File: src/rtl/dac_pkg.sv
package dac_pkg;
   localparam int NUM_DOMAINS = 4;
   localparam int DOM_W       = 2;
   localparam int PERM_W      = 2 * NUM_DOMAINS;
   localparam int WDATA_W     = 10;
   localparam int ASG_LOCK_B  = 7;
   localparam int POL_SEMA_B  = 8;
   localparam int POL_LOCK_B  = 9;

   typedef enum logic [1:0] {
      SP_MASTER = 2'd0,
      SP_POLICY = 2'd1,
      SP_IDENT  = 2'd2,
      SP_NONE   = 2'd3
   } cfg_space_e;
endpackage

File: src/rtl/dac_judge.sv
module dac_judge
   import dac_pkg::*;
#(
   parameter int NUM_MASTERS = 8,
   parameter int NUM_PERIPH  = 16,
   parameter int IDX_W       = 8
) (
   input  logic                                  clk,
   input  logic                                  rst_n,
   input  logic                                  acc_valid,
   input  logic [IDX_W-1:0]                      acc_master,
   input  logic [IDX_W-1:0]                      acc_periph,
   input  logic                                  acc_write,
   input  logic [NUM_MASTERS-1:0][DOM_W-1:0]     dom_tbl,
   input  logic [NUM_PERIPH-1:0][PERM_W-1:0]     perm_tbl,
   input  logic [NUM_PERIPH-1:0]                 sema_tbl,
   output logic                                  grant,
   output logic                                  sema_req
);
   localparam int MI_W = $clog2(NUM_MASTERS);
   localparam int PI_W = $clog2(NUM_PERIPH);

   logic              m_ok, p_ok;
   logic [DOM_W-1:0]  dom;
   logic [PERM_W-1:0] perm;
   logic [DOM_W:0]    bit_sel;

   assign m_ok    = acc_master < IDX_W'(NUM_MASTERS);
   assign p_ok    = acc_periph < IDX_W'(NUM_PERIPH);
   assign dom     = m_ok ? dom_tbl[acc_master[MI_W-1:0]] : '0;
   assign perm    = p_ok ? perm_tbl[acc_periph[PI_W-1:0]] : '0;
   // read right sits at 2*dom, write right one bit above it
   assign bit_sel = {dom, acc_write};

   assign grant    = acc_valid && m_ok && p_ok && perm[bit_sel];
   assign sema_req = acc_valid && m_ok && p_ok && sema_tbl[acc_periph[PI_W-1:0]];

   AST_IDLE_NO_GRANT: assert property (@(posedge clk) disable iff (!rst_n)
      !acc_valid |-> (!grant && !sema_req));
   AST_BAD_INDEX_DENY: assert property (@(posedge clk) disable iff (!rst_n)
      (acc_master >= IDX_W'(NUM_MASTERS) || acc_periph >= IDX_W'(NUM_PERIPH))
         |-> (!grant && !sema_req));
endmodule

File: config.mk
export PLATFORM = sky130hd
export DESIGN_NAME = dac_judge
export DESIGN_NICKNAME = d
export VERILOG_FILES = /design/src/rtl/dac_pkg.sv /design/src/rtl/dac_judge.sv
export SDC_FILE = /design/constraint.sdc
export NUM_CORES = 1
export LEC_CHECK = 0
export ABC_AREA = 1
export BUFFER_PORTS_ARGS = -buffer_cell sky130_fd_sc_hd__buf_2
export CELL_PAD_IN_SITES_DETAIL_PLACEMENT = 1
export CELL_PAD_IN_SITES_GLOBAL_PLACEMENT = 1
export CORE_UTILIZATION = 20
export DETAILED_ROUTE_END_ITERATION = 10
export GPL_TIMING_DRIVEN = 0
export PLACE_DENSITY = 0.85
export SYNTH_ARGS = -nofsm -noshare
export SYNTH_HDL_FRONTEND = slang
export SYNTH_SLANG_ARGS = --single-unit
export TNS_END_PERCENT = 10
File: constraint.sdc
create_clock -name vclk -period 1.2
set_input_delay 0.06 -clock vclk [all_inputs]
set_output_delay 0.06 -clock vclk [all_outputs]
set_load 0.02 [all_outputs]
==> results.sh <==
export IMPL_outcome="complete, but fails checks"
export IMPL_violations="negative setup slack"
export IMPL_crit_path_top_delay_cell="nor2_2"
export IMPL_synth_cell_types=23
export IMPL_grt_pass1_vias=3412
export IMPL_fmax_ghz=0.6725
export IMPL_synth_area_per_cell_um2=4.526
export IMPL_placementRows=33
export IMPL_wl_um=10480
export IMPL_drc_errors=0
export IMPL_numSequentialCells=0
export IMPL_die_area_um2=9181
export IMPL_synth_area_um2=1760
export IMPL_period_minus_slack_ps=1487
export IMPL_whs_ps=505.1
export IMPL_avgViaCountPerCell=4.808
export IMPL_power_leakage_uw=0.001789
export IMPL_drive_above_1_share_pct=42.56
export IMPL_crit_required_ps=1140
export IMPL_seq_area_um2=0
export IMPL_synth_seq_area_share_pct=0
export IMPL_min_path_type="primary input to output port"
export IMPL_cp_end_kind="output port"
export IMPL_fin_area_um2=3089
export IMPL_p_sw_share_pct=51.62
export IMPL_vdd_ir_drop_max_mv=0.1040
export IMPL_p_clk_share_pct=0
export IMPL_p_int_uw=503.2
export IMPL_fin_ws_ps=-286.9
export IMPL_setup_tns_ps=-482.7
export IMPL_start_kind="primary input"
export IMPL_drt_first_pass_iters=4
export IMPL_fin_nets=753
export IMPL_grt_overflow_total=0
export IMPL_core_area_um2=8382
export IMPL_synth_nets=569
export IMPL_die_w_um=95.82
export IMPL_crit_chain="buf_12 > inv_8 > buf_12 > buf_6 > nor2_1 > nor2_1 > o21ai_0 > nand3_1 > nand3_2 > nand3_2 > nand2_1 > nor2_2 > nor2_2 > nor2_4 > buf_6"
export IMPL_worstMarginPinSlew_ps=306.6
export IMPL_crit_type="primary input to output port"
export IMPL_cp_top_family="simple AND/OR/NAND/NOR gates"
export IMPL_port_buffers=177
export IMPL_worst_ep_arrival_time_ps=1430
export IMPL_p_sw_uw=536.8
export IMPL_yosysWarnings=0
export IMPL_drv_cap=0
export IMPL_area_growth_synth_to_final_pct=75.48
export IMPL_slew_violations=0
export IMPL_grt_total_usage_pct=21.84
export IMPL_antenna_left=0
export IMPL_rsz0062_at_grt="yes"
export IMPL_routabilityCongestion=0.8595
export IMPL_grt_pass1_wl_um=15740
export IMPL_antenna_cells=0
export IMPL_critPathMaxFanout=7
export IMPL_pin_count=182
export IMPL_path_buf_inv=5
export IMPL_grt_max_degree=11
export IMPL_finalSetupViolCount=2
export IMPL_grt_antenna_before_repair=0
export IMPL_hold_viol=0
export IMPL_start_util_pct=21.00
export IMPL_placed_area_um2=2785
export IMPL_num_fill_cells=1230
export IMPL_critPathMaxStageDelay_ps=150
export IMPL_post_route_period_util_pct=123.9
export IMPL_n_clock_buffer=0
export IMPL_fin_util_pct=36.86
export IMPL_combinationalPowerShare_pct=100.0
export IMPL_syn_inst=389
export IMPL_wire_per_inst_um=15.50
export IMPL_vias=3250
export IMPL_pwr_share_seq_pct=0
export IMPL_relSlewSlack_pct=79.56
export IMPL_post_dp_hpwl_um=8654
export IMPL_first_iter_violations=77
export IMPL_power_density_nw_per_um2=336.6
export IMPL_die_y_um=95.82
power groups by stage:
stage | Combinational (uW) | Clock, uW | Sequential, uW
after detailed placement | 920 | 0 | 0
after global routing | 1160 | 0 | 0
after floorplan | 473 | 0 | 0
after CTS | 979 | 0 | 0
final | 1040 | 0 | 0
after global placement | 891 | 0 | 0
cell type report:
cell class | count | area (um2) | share of cell area [%]
multi-input cells | 331 | 1574 | 50.95
repair buffers | 182 | 994.7 | 32.20
plain buffers | 27 | 260.3 | 8.424
well taps | 105 | 131.4 | 4.253
inverters | 31 | 128.9 | 4.172
layer usage:
layer,up-vias,global-route usage [%],wire [um],share of wire (%)
met2,111,42.26,5291,51
met5,-,0,0,0
met1,1503,26.64,4516,43
li1,1632,-,-,-
met3,4,2.291,628,6.0
met4,0,1.741,40,0.38
kinds of logic (layout without fill, tap and decap cells):
logic type             count (synthesis)  count (layout)  share of synthesized area, %
AOI/OAI and AO/OA                     57              57                         18.91
buffers and inverters                 58             240                         16.99
and+or+nand+nor                      274             274                         64.11
stage by stage:
step / cells / worst slack, ps / power (uW)
after floorplan: 389 / -15.60 / 472.8
after global placement: 671 / -498.0 / 890.9
after detailed placement: 671 / -539.8 / 920.2
after CTS: 674 / -298.4 / 979.5
after global routing: 676 / -360.9 / 1158
final: 676 / -286.9 / 1040
path summary, 6_finish.rpt:
path | endpoint | slack, ps | cells past startpoint | from
hold / removal | grant | 510 | 5 | acc_periph[7]
setup / recovery | grant | -290 | 15 | acc_periph[0]
synthesized netlist by cell type:
| cell type | count | area, um2 |
|---|---|---|
| or2_2 | 2 | 12.51 |
| o211a_1 | 1 | 10.01 |
| buf_4 | 2 | 15.01 |
| a32o_1 | 1 | 10.01 |
| inv_1 | 27 | 101.4 |
| buf_6 | 7 | 78.83 |
| inv_4 | 1 | 6.260 |
| o21ai_1 | 8 | 40.04 |
| a21oi_1 | 6 | 30.03 |
| o21ai_0 | 28 | 140.1 |
| nand2_1 | 133 | 499.2 |
| clkinv_1 | 2 | 7.510 |
| clkbuf_1 | 3 | 11.26 |
| buf_2 | 15 | 75.07 |
| a221oi_1 | 1 | 8.760 |
| inv_2 | 1 | 3.750 |
| nor4_1 | 1 | 6.260 |
| o211ai_1 | 9 | 67.56 |
| nor2_1 | 67 | 251.5 |
| o221ai_1 | 2 | 17.52 |
| nand3_1 | 70 | 350.3 |
| o311ai_1 | 1 | 8.760 |
| or3b_2 | 1 | 8.760 |
layout by cell type, fill, tap and decap left out:
cell type	Yosys	routed
nor2_2	0	6
buf_4	2	9
nand2_1	133	130
nand2_2	0	3
nand3_2	0	12
o21ai_0	28	22
a221oi_1	1	1
clkbuf_4	0	1
or3b_2	1	1
inv_4	1	1
nor2_1	67	59
buf_6	7	9
clkbuf_16	0	2
o221ai_1	2	2
nand3_1	70	58
a21oi_1	6	6
nor4_4	0	1
buf_12	0	3
a32o_1	1	1
inv_1	27	24
inv_8	0	1
or2_2	2	2
o311ai_1	1	1
clkinv_2	0	2
o211a_1	1	1
o21ai_1	8	14
buf_2	15	180
o211ai_1	9	9
inv_2	1	3
clkbuf_2	0	2
nor2_4	0	2
buf_16	0	1
buf_8	0	2
timing repair:
item | CTS | global route
gates cloned | 1 | 2
gates resized for setup | 37 | 35
hold buffers | 0 | 0
pin swaps | 7 | 10
setup buffers | 2 | 0
endpoints found under the setup margin | 2 | 2
hold endpoints to repair | 0 | 0
Power figures use the tool's default switching activity.
